**src/rtl/rsc_pkg.sv**
```systemverilog
package rsc_pkg;
  localparam logic [1:0] PH_T0 = 2'd0;
  localparam logic [1:0] PH_T1 = 2'd1;
  localparam logic [1:0] PH_T2 = 2'd2;

  // an edge at which a stop may be taken
  function automatic logic halt_point(input logic last, input logic fine,
                                      input logic [1:0] ph);
    return last | (fine & (ph == PH_T1));
  endfunction

  // next task value: clear wins, jam merges bits in
  function automatic logic [3:0] task_next(input logic [3:0] cur, input logic clr,
                                           input logic jm, input logic [3:0] dat);
    if (clr) return '0;
    if (jm) return cur | dat;
    return cur;
  endfunction
endpackage

```
**src/rtl/rsc_sync.sv**
```systemverilog
module rsc_sync #(
  parameter int STAGES = 2
) (
  input  logic clk,
  input  logic rst_n,
  input  logic d,
  output logic q
);
  logic [STAGES-1:0] chain;

  generate
    for (genvar i = 0; i < STAGES; i++) begin : g_stage
      always_ff @(posedge clk or negedge rst_n) begin
        if (!rst_n) chain[i] <= 1'b0;
        else if (i == 0) chain[i] <= d;
        else chain[i] <= chain[(i == 0) ? 0 : i-1];
      end
    end
  endgenerate

  assign q = chain[STAGES-1];
endmodule

```
**src/rtl/rsc_stop_ctl.sv**
```systemverilog
module rsc_stop_ctl
  import rsc_pkg::*;
(
  input  logic       clk,
  input  logic       rst_n,
  input  logic       run_q,
  input  logic       step_req,
  input  logic       error,
  input  logic       clr_stop,
  input  logic       fine_req,
  input  logic       last_phase,
  input  logic [1:0] phase,
  output logic       stop_q,
  output logic       fine_q,
  output logic       halt_pt,
  output logic       stop_set
);
  assign halt_pt  = halt_point(last_phase, fine_q, phase);
  assign stop_set = run_q & halt_pt & (step_req | error);

  always_ff @(posedge clk or negedge rst_n) begin
    if (!rst_n) fine_q <= 1'b0;
    else if (phase == PH_T0) fine_q <= fine_req;
  end

  always_ff @(posedge clk or negedge rst_n) begin
    if (!rst_n) stop_q <= 1'b1;
    else if (stop_set) stop_q <= 1'b1;
    else if (clr_stop) stop_q <= 1'b0;
  end
endmodule

```
**src/rtl/rsc_task_regs.sv**
```systemverilog
module rsc_task_regs
  import rsc_pkg::*;
#(
  parameter int TASK_W = 4
) (
  input  logic              clk,
  input  logic              rst_n,
  input  logic              task_clr,
  input  logic              jam,
  input  logic [2*TASK_W-1:0] jam_word,
  output logic [TASK_W-1:0] cur_task,
  output logic [TASK_W-1:0] dly_task
);
  logic [TASK_W-1:0] cur_d, dly_d;

  always_comb begin
    cur_d = cur_task;
    dly_d = dly_task;
    if (task_clr) begin
      cur_d = '0;
      dly_d = '0;
    end else if (jam) begin
      cur_d = cur_task | jam_word[2*TASK_W-1:TASK_W];
      dly_d = dly_task | jam_word[TASK_W-1:0];
    end
  end

  always_ff @(posedge clk or negedge rst_n) begin
    if (!rst_n) begin
      cur_task <= '0;
      dly_task <= '0;
    end else begin
      cur_task <= cur_d;
      dly_task <= dly_d;
    end
  end
endmodule

```
**src/rtl/rsc_run_step_ctl.sv**
```systemverilog
module rsc_run_step_ctl #(
  parameter int TASK_W      = 4,
  parameter int SYNC_STAGES = 2
) (
  input  logic                clk,
  input  logic                rst_n,
  input  logic                run_req,
  input  logic                step_req,
  input  logic                clr_stop,
  input  logic                fine_req,
  input  logic                task_clr,
  input  logic                jam,
  input  logic [2*TASK_W-1:0] jam_word,
  input  logic                last_phase,
  input  logic [1:0]          phase,
  input  logic                error,
  output logic                clk_en,
  output logic                stopped,
  output logic [TASK_W-1:0]   cur_task,
  output logic [TASK_W-1:0]   dly_task
);
  logic run_q, stop_q, fine_q, halt_pt, stop_set;

  rsc_sync #(.STAGES(SYNC_STAGES)) u_sync (
    .clk(clk), .rst_n(rst_n), .d(run_req), .q(run_q));

  rsc_stop_ctl u_stop (
    .clk(clk), .rst_n(rst_n), .run_q(run_q), .step_req(step_req),
    .error(error), .clr_stop(clr_stop), .fine_req(fine_req),
    .last_phase(last_phase), .phase(phase), .stop_q(stop_q),
    .fine_q(fine_q), .halt_pt(halt_pt), .stop_set(stop_set));

  rsc_task_regs #(.TASK_W(TASK_W)) u_task (
    .clk(clk), .rst_n(rst_n), .task_clr(task_clr), .jam(jam),
    .jam_word(jam_word), .cur_task(cur_task), .dly_task(dly_task));

  assign clk_en  = run_q & ~stop_q;
  assign stopped = stop_q;
endmodule

```
**config.mk**
```make
export PLATFORM = sky130hd
export DESIGN_NAME = rsc_run_step_ctl
export DESIGN_NICKNAME = d
export VERILOG_FILES = /design/src/rtl/rsc_pkg.sv /design/src/rtl/rsc_sync.sv /design/src/rtl/rsc_stop_ctl.sv /design/src/rtl/rsc_task_regs.sv /design/src/rtl/rsc_run_step_ctl.sv
export SDC_FILE = /design/constraint.sdc
export NUM_CORES = 1
export LEC_CHECK = 0
export ABC_AREA = 1
export BUFFER_PORTS_ARGS = -buffer_cell sky130_fd_sc_hd__buf_2
export CORE_MARGIN = 4
export CORE_UTILIZATION = 38
export CTS_BUF_LIST = sky130_fd_sc_hd__clkbuf_4 sky130_fd_sc_hd__clkbuf_8
export DETAILED_ROUTE_END_ITERATION = 10
export PLACE_DENSITY = 0.77
export SETUP_SLACK_MARGIN = 0.3
export SLEW_MARGIN = 20
export SYNTH_ARGS = -nofsm -noshare
export SYNTH_HDL_FRONTEND = slang
export SYNTH_HIERARCHICAL = 1
export SYNTH_SLANG_ARGS = --single-unit
```
**constraint.sdc**
```tcl
create_clock -name clk -period 0.8 [get_ports clk]
set_input_delay 0.12 -clock clk [delete_from_list [all_inputs] [get_ports clk]]
set_output_delay 0.12 -clock clk [all_outputs]
set_load 0.01 [all_outputs]
```
==> results.toml <==
[finish]
layout-drive-gt1-share_pct = 60.7
postLayoutCoreUtil_pct = 64.3
post-route-cell-area_um2 = 743
antenna_cells_inserted = 0
area.growth.synth_to_final_pct = 51.9
nets = 110

[sta]
max_slew.worst_pin.slew_ns = 0.264
setup_viol_count_final = 11
setup_slack_ns = -0.291
max-slew-margin-rel_pct = 82.4
max_clock_freq_mhz = 917
final_hold_viol_count = 13
rsz0062_at_grt = "true"
final.setup_skew_ns = 0.00495
final_min_period_ns = 1.09
fin_tns_setup_ns = -1.52
final_number_of_max_transition_violations = 0
hold_slack_ns = -0.289
period_share_pct = 136

[power]
power.ir.vdd_worst_mv = 1.09
p_leak_uw = 0.000416
clockPowerShare_pct = 33.6
netSwitchingPower_uw = 335
cellPowerDensity_nw_per_um2 = 1850
p_sw_share_pct = 24.3
comb_power_share_pct = 17.0
p_seq_share_pct = 49.4
power_uw = 1380
power.internal_uw = 1040

[floorplan]
num_io_pins = 30
coreArea_um2 = 1160
initial_core_util_pct = 42.3
core.rowCount = 12
die_w_um = 43.9
die_area_um2 = 1930
floorplan.die.height_um = 43.9

[run_status]
run_status = "complete, but fails checks"
violations = "negative hold slack, negative setup slack"

[setup_path]
arrival_ns = 0.97
cp_data_required_time_ns = 0.68
worst_setup_path_start_kind = "flop"
worst-r2r-cell-count = 4
critical_path_class = "reg -> out"
cp_max_fo = 3
cp-end-kind = "output pin"

[routing]
detail_route.vias_per_cell = 4.34
post-route-drc-count = 0
drt_wl_total_um = 1150
avgRoutedWirePerCell_um = 11.2
first_pass_iters = 2
vias = 447
antenna_left = 0
drtIter0Drc = 3

[global_routing]
grt_pass1_wl_um = 1580
initial_antenna_violation_count = 0
grt_start_max_net_pins = 13
vias_in_the_first_global_route = 392
global_route.overflow_total = 0
grtUsageTotal_pct = 11.8

[clock_tree]
clock_insertion_delay_worst_skew_ns = 0.27
clk_transition_reported_paths_ns = 0.07
tritoncts = "yes"
cts_root_buf = "sky130_fd_sc_hd__clkbuf_4"
h-tree-depth = 1
tritoncts.num_buffers = 3
tritoncts_num_sinks = 12
clock_tree.buffer_depth = 2

[logic_synthesis]
synthesis.area_per_instance_um2 = 8.89
ys_warn_count = 6
post_synth_inst_count = 55
synth_nets = 75
syn-cell-area_um2 = 489

[place]
gp_routability_congestion = 0.660
placed_cell_area_um2 = 643
placement.io_buffers = 29
detailed_place_hpwl_um = 853
detailedPlace.worstSlack_ns = -0.00719

[flow_run]
number_of_maximum_capacitance_violations = 0

[worst_hold_path]
hold_path.class = "in -> async"
-- layout make-up --
cell class | count | area [um^2]
flip-flops and latches | 12 | 302
well taps | 14 | 17.5
fillers | 106 | 413
inverters | 13 | 48.8
repair buffers | 32 | 179
clock buffers | 4 | 36.3
multi-input cells | 28 | 160
-- metal layers --
layer  routed length, um  part of all wire, %  global-route usage, %
met5                   0                    0                      0
met3                  85                  7.4                   6.22
met2                 630                   55                   21.2
met4                   0                    0                   3.61
met1                 434                   38                   11.6
-- path summary, 6_finish.rpt --
kind                                       to               start  slack (ns)
max reg2reg                u_task/cur_task[1]  u_task/cur_task[1]       -0.02
min reg2reg                          u_sync/q     u_sync/chain[0]        0.35
min                        u_task/dly_task[0]               rst_n       -0.29
min in group clk              u_sync/chain[0]             run_req       -0.04
max in group asynchronous       u_stop/stop_q               rst_n        0.82
max                                    clk_en       u_stop/stop_q       -0.29
-- flip-flops by register name, indices dropped and copies added, names as in the netlist --
| register | cells |
|---|---|
| u_sync/q | 1 |
| u_stop/stop_q | 1 |
| u_task/cur_task | 4 |
| u_task/dly_task | 4 |
| u_stop/fine_q | 1 |
| u_sync/chain | 1 |
-- critical path: stages (launching register included) --
cell                      delay [ns]
sky130_fd_sc_hd__dfstp_2        0.55
sky130_fd_sc_hd__nor2_2         0.03
sky130_fd_sc_hd__buf_2          0.12
-- timing repair --
item	in CTS	in global routing
setup buffers	1	2
pin swaps	2	2
gates resized for setup	10	6
endpoints found under the setup margin	20	20
endpoints found under the hold margin	13	13
-- metrics by stage --
step                      hold slack [ns]  cells
final                              -0.289    103
after global routing               -0.292    103
after CTS                          -0.287    101
after detailed placement           0.0104     96
after global placement            0.00420     96
after floorplan                    -0.176     55
-- power by group through the flow --
stage / clock network (uW) / logic, uW / registers [uW]
2_1_floorplan: 0 / 71.0 / 704
3_3_place_gp: 0 / 185 / 686
3_5_place_dp: 0 / 193 / 689
4_1_cts: 483 / 218 / 678
5_1_grt: 534 / 257 / 686
6_report: 463 / 234 / 681
-- cell usage in the layout (no fill, tap or decap), drive strengths merged --
master	instances
buf	32
nand2	14
inv	13
dfrtp	11
a21oi	8
clkbuf	4
nor2	4
nand3	1
o21ai	1
dfstp	1
Power figures use the tool's default switching activity.
